[config.mk]
export PLATFORM = sky130hd
export DESIGN_NAME = rsync_pwm3
export DESIGN_NICKNAME = d
export VERILOG_FILES = /design/src/rtl/rsync_pwm3.sv
export SDC_FILE = /design/constraint.sdc
export NUM_CORES = 1
export LEC_CHECK = 0
export BUFFER_PORTS_ARGS = -buffer_cell sky130_fd_sc_hd__buf_2
export CORE_ASPECT_RATIO = 1.25
export CORE_MARGIN = 2
export CORE_UTILIZATION = 43
export DETAILED_ROUTE_END_ITERATION = 10
export PLACE_DENSITY = 0.62
export SLEW_MARGIN = 30
export SYNTH_ARGS = -nofsm -noshare
export SYNTH_HDL_FRONTEND = slang
export SYNTH_SLANG_ARGS = --single-unit
[constraint.sdc]
create_clock -name clk -period 2 [get_ports clk]
set_input_delay 0.2 -clock clk [delete_from_list [all_inputs] [get_ports clk]]
set_output_delay 0.2 -clock clk [all_outputs]
set_load 0.01 [all_outputs]
[src/rtl/rsync_pwm3.sv]
module rsync_pwm3 #(
  parameter int W = 8
) (
  input  logic         clk,
  input  logic         rst_n,
  input  logic         run,
  input  logic         wr_en,
  input  logic [1:0]   wr_sel,
  input  logic [W-1:0] wr_data,
  output logic [2:0]   pos_out,
  output logic [2:0]   neg_out
);
  localparam int NPH = 3;

  logic [W-1:0]          cnt, per_buf, per_act;
  logic [NPH-1:0][W-1:0] duty_buf, duty_act;
  logic                  wrap, reload;

  assign wrap   = (cnt == per_act);
  assign reload = !run || wrap;

  always_ff @(posedge clk or negedge rst_n) begin
    if (!rst_n) begin
      per_buf  <= '0;
      duty_buf <= '0;
    end else if (wr_en) begin
      if (wr_sel == 2'd0) per_buf <= wr_data;
      for (int i = 0; i < NPH; i++)
        if (wr_sel == 2'(i + 1)) duty_buf[i] <= wr_data;
    end
  end

  always_ff @(posedge clk or negedge rst_n) begin
    if (!rst_n) begin
      cnt      <= '0;
      per_act  <= '0;
      duty_act <= '0;
    end else if (reload) begin
      cnt      <= '0;
      per_act  <= per_buf;
      duty_act <= duty_buf;
    end else begin
      cnt <= cnt + W'(1);
    end
  end

  for (genvar g = 0; g < NPH; g++) begin : g_phase
    assign pos_out[g] = run && ((cnt < duty_act[g]) || (duty_act[g] >= per_act));
  end

  assign neg_out = ~pos_out;
endmodule

==> results.yml <==
sta:
  fin_skew_ps: 7.39
  setup_tns_ps: -1540
  rsz0062_at_grt: "yes"
  final-hold-violation-count: 0
  layout_setup_ws_ps: -355
  setup_viol: 6
  drv_slew: 0
  fmax_mhz: 425
  period_share_pct: 118
  slew_headroom_pct: 59.6
  fin_crit_ps: 2350
  worst_pin_slew_ps: 604
route:
  met3_length_microns: 148
  detail-route-antenna-nets: 0
  drt_first_pass_iters: 4
  top_layer_used: "met4"
  vias_per_cell: 5.11
  drc: 0
  via_count: 2672
  wl_met1_microns: 4150
  wl_per_cell_microns: 16.7
  wl_met2_microns: 4250
  wl_microns: 8730
  drtIter0Drc: 104
finish:
  drive_above_1_share_pct: 47.5
  fin_nets: 456
  fin_area_sq_um: 5140
  num_antenna_cells: 0
  synthToLayoutAreaGrowth_pct: 30.9
die:
  ios: 20
  start_util_pct: 43.5
  core-area_sq_um: 9030
  die_height_microns: 111
  die_area_sq_um: 9920
  rows: 39
  fp.dieW_microns: 89.5
clock_network:
  cts_buffers: 9
  insertion_delay_ps: 330
  htree_levels: 3
  clkTransAtPathRegs_ps: 60
  clk_root_buffer_cell: "clkbuf_16"
  clock_sinks: 72
  cts_tree: "done"
  clockBufferDepth: 2
setup_path:
  startpoint: "per_act[0]"
  rrSetupSlack_ps: 100
  critPathCapture: "pos_out[1]"
  required_ps: 1800
  r2r_cells: 8
  critPathCaptureType: "primary output"
  r2r_end: "per_act[4]"
  cp-start-kind: "register"
  timing.rr.start: "per_act[5]"
  critPathMaxFanout: 3
  critPathKind: "register to primary output"
  crit_arrival_ps: 2150
grt:
  gr-total-overflow: 0
  grt_max_degree: 73
  grt_pass1_vias: 2832
  grt_use_total_pct: 18.9
  antenna_found_initial: 0
  grt_pass1_wl_microns: 14100
synthesis:
  mappedNetlistArea_sq_um: 3930
  synth_cell_types: 34
  synth_seq_area_share_pct: 45.9
  avgSynthCellArea_sq_um: 12.3
  syn_nets: 380
  synth_cells: 320
  ys_warn_count: 0
  ys_seq_elements: 72
pwr:
  p_seq_share_pct: 37.8
  powerDensity_nw_per_um2: 1010
  combPwrFrac_pct: 34.2
  total_power_mw: 5.21
  power.switching_mw: 1.59
  clockPowerShare_pct: 28.1
  swShare_pct: 30.5
  internal_power_mw: 3.62
  peakVddDrop_uv: 485
  power.leakage_nw: 2.41
place:
  gp_congestion: 0.818
  post-dp-hpwl_microns: 6120
  placement.io_buffers: 19
  postPlaceCellArea_sq_um: 4450
job:
  drv_cap: 0
min_path:
  worstHoldPathType: "primary input to register"
status:
  violations: "setup timing"
  status: "complete, but fails checks"
[repair_timing]
action | in CTS | in global routing
gates resized for setup | 31 | 20
endpoints found under the hold margin | 72 | 0
buffers inserted | 5 | 9
gates cloned | 0 | 3
pin swaps | 16 | 12
hold buffers | 1 | 0
endpoints found under the setup margin | 6 | 38
[state kept, by name, summed over array words and instances (netlist names)]
name      cells
cnt           8
duty_act     24
duty_buf     24
per_act       8
per_buf       8
[logic make-up (layout without fill, tap and decap cells)]
group	Yosys count	count (layout)	share of synthesized area, %
AOI/OAI and AO/OA	35	35	7.14
xor gates and xnor gates	14	14	3.12
adders and majority gates	46	46	14.7
buffers and inverters	38	118	3.95
and+or+nand+nor	51	51	6.91
DFF	72	72	45.9
muxes	64	64	18.3
[power by group through the flow]
stage	clock network [mW]	logic [mW]	registers, mW
2_1_floorplan	0	0.901	1.93
3_3_place_gp	0	1.37	1.98
3_5_place_dp	0	1.42	1.98
4_1_cts	1.49	1.64	1.96
5_1_grt	1.56	2.01	2.01
6_report	1.46	1.78	1.97
[metrics by stage]
step / worst slack (ps) / hold WS, ps / util [%] / instances
after floorplan: 4.83 / -95.6 / - / 320
after global placement: -411 / 259 / 49.2 / 491
after detailed placement: -391 / 260 / 49.2 / 491
after CTS: -350 / 146 / 54.4 / 511
after global routing: -437 / 157 / 57.0 / 523
final: -355 / 151 / 57.0 / 523
[area by class of cell]
cell class	count	area, sq um
multi-input combinational	210	2190
inverter	34	130
fill	740	3880
tap	123	154
timing repair buffer	69	582
clock inverter	3	17.5
sequential	72	1810
clock buffer	12	256
[layer usage]
layer	vias up	global-route usage, %
li1	1298	-
met1	1333	26.7
met2	27	28.7
met3	14	3.50
met4	0	7.16
met5	-	0
[cells in the mapped netlist]
cell	number	area [sq um]
xor2_1	4	35.0
xnor2_1	10	87.6
dfrtp_1	72	1800
o21ai_0	8	40.0
o41a_2	2	25.0
o41a_1	1	11.3
nor2b_1	3	18.8
o41ai_1	3	26.3
inv_1	34	128
nor3_1	3	15.0
o21ai_1	1	5.00
mux2_2	62	698
a311oi_2	3	45.0
and2_1	1	6.26
and4_1	1	8.76
a2111oi_0	2	17.5
nand3_1	3	15.0
and3_2	1	7.51
nand2_1	9	33.8
buf_2	1	5.00
nand3b_1	2	15.0
nor3b_2	1	12.5
mux2_1	2	22.5
a221oi_1	1	8.76
o21a_1	2	15.0
a21oi_1	6	30.0
and3_1	1	6.26
ha_1	46	576
nand4_1	6	37.5
buf_4	3	22.5
a2111o_1	3	33.8
a21o_1	3	22.5
nand2b_1	8	50.1
nor2_1	12	45.0
[worst min-delay path by stage]
| stage | startpoint | endpoint | slack, ps | cells past startpoint |
|---|---|---|---|---|
| after floorplan | rst_n | cnt[0] | -100 | 0 |
| after global placement | rst_n | duty_buf[9] | 260 | 2 |
| after detailed placement | rst_n | cnt[0] | 260 | 2 |
| after CTS | wr_data[4] | duty_buf[12] | 150 | 2 |
| after global routing | wr_data[2] | duty_buf[18] | 160 | 2 |
| final | wr_data[3] | duty_buf[19] | 150 | 2 |
[critical path, cell delays in order, from the launching register on]
cell and delay (ps):
dfrtp_1 400, ha_1 290, nand2b_4 140, a2111oi_4 310, nor3_2 100, o41a_2 450
buf_6 130
[layout by cell type, fill, tap and decap left out, types with 4 or more instances in the layout]
master	instances
nor2_1	12
clkbuf_16	11
o21ai_0	5
nand2b_1	6
nand4_1	6
a21oi_1	5
xor2_1	4
dfrtp_2	8
buf_6	5
ha_4	5
dfrtp_1	64
inv_2	5
buf_4	40
inv_1	28
xnor2_1	6
buf_12	4
buf_2	17
mux2_2	62
ha_1	40
nand2_1	9
(Power assumes the default switching activity.)
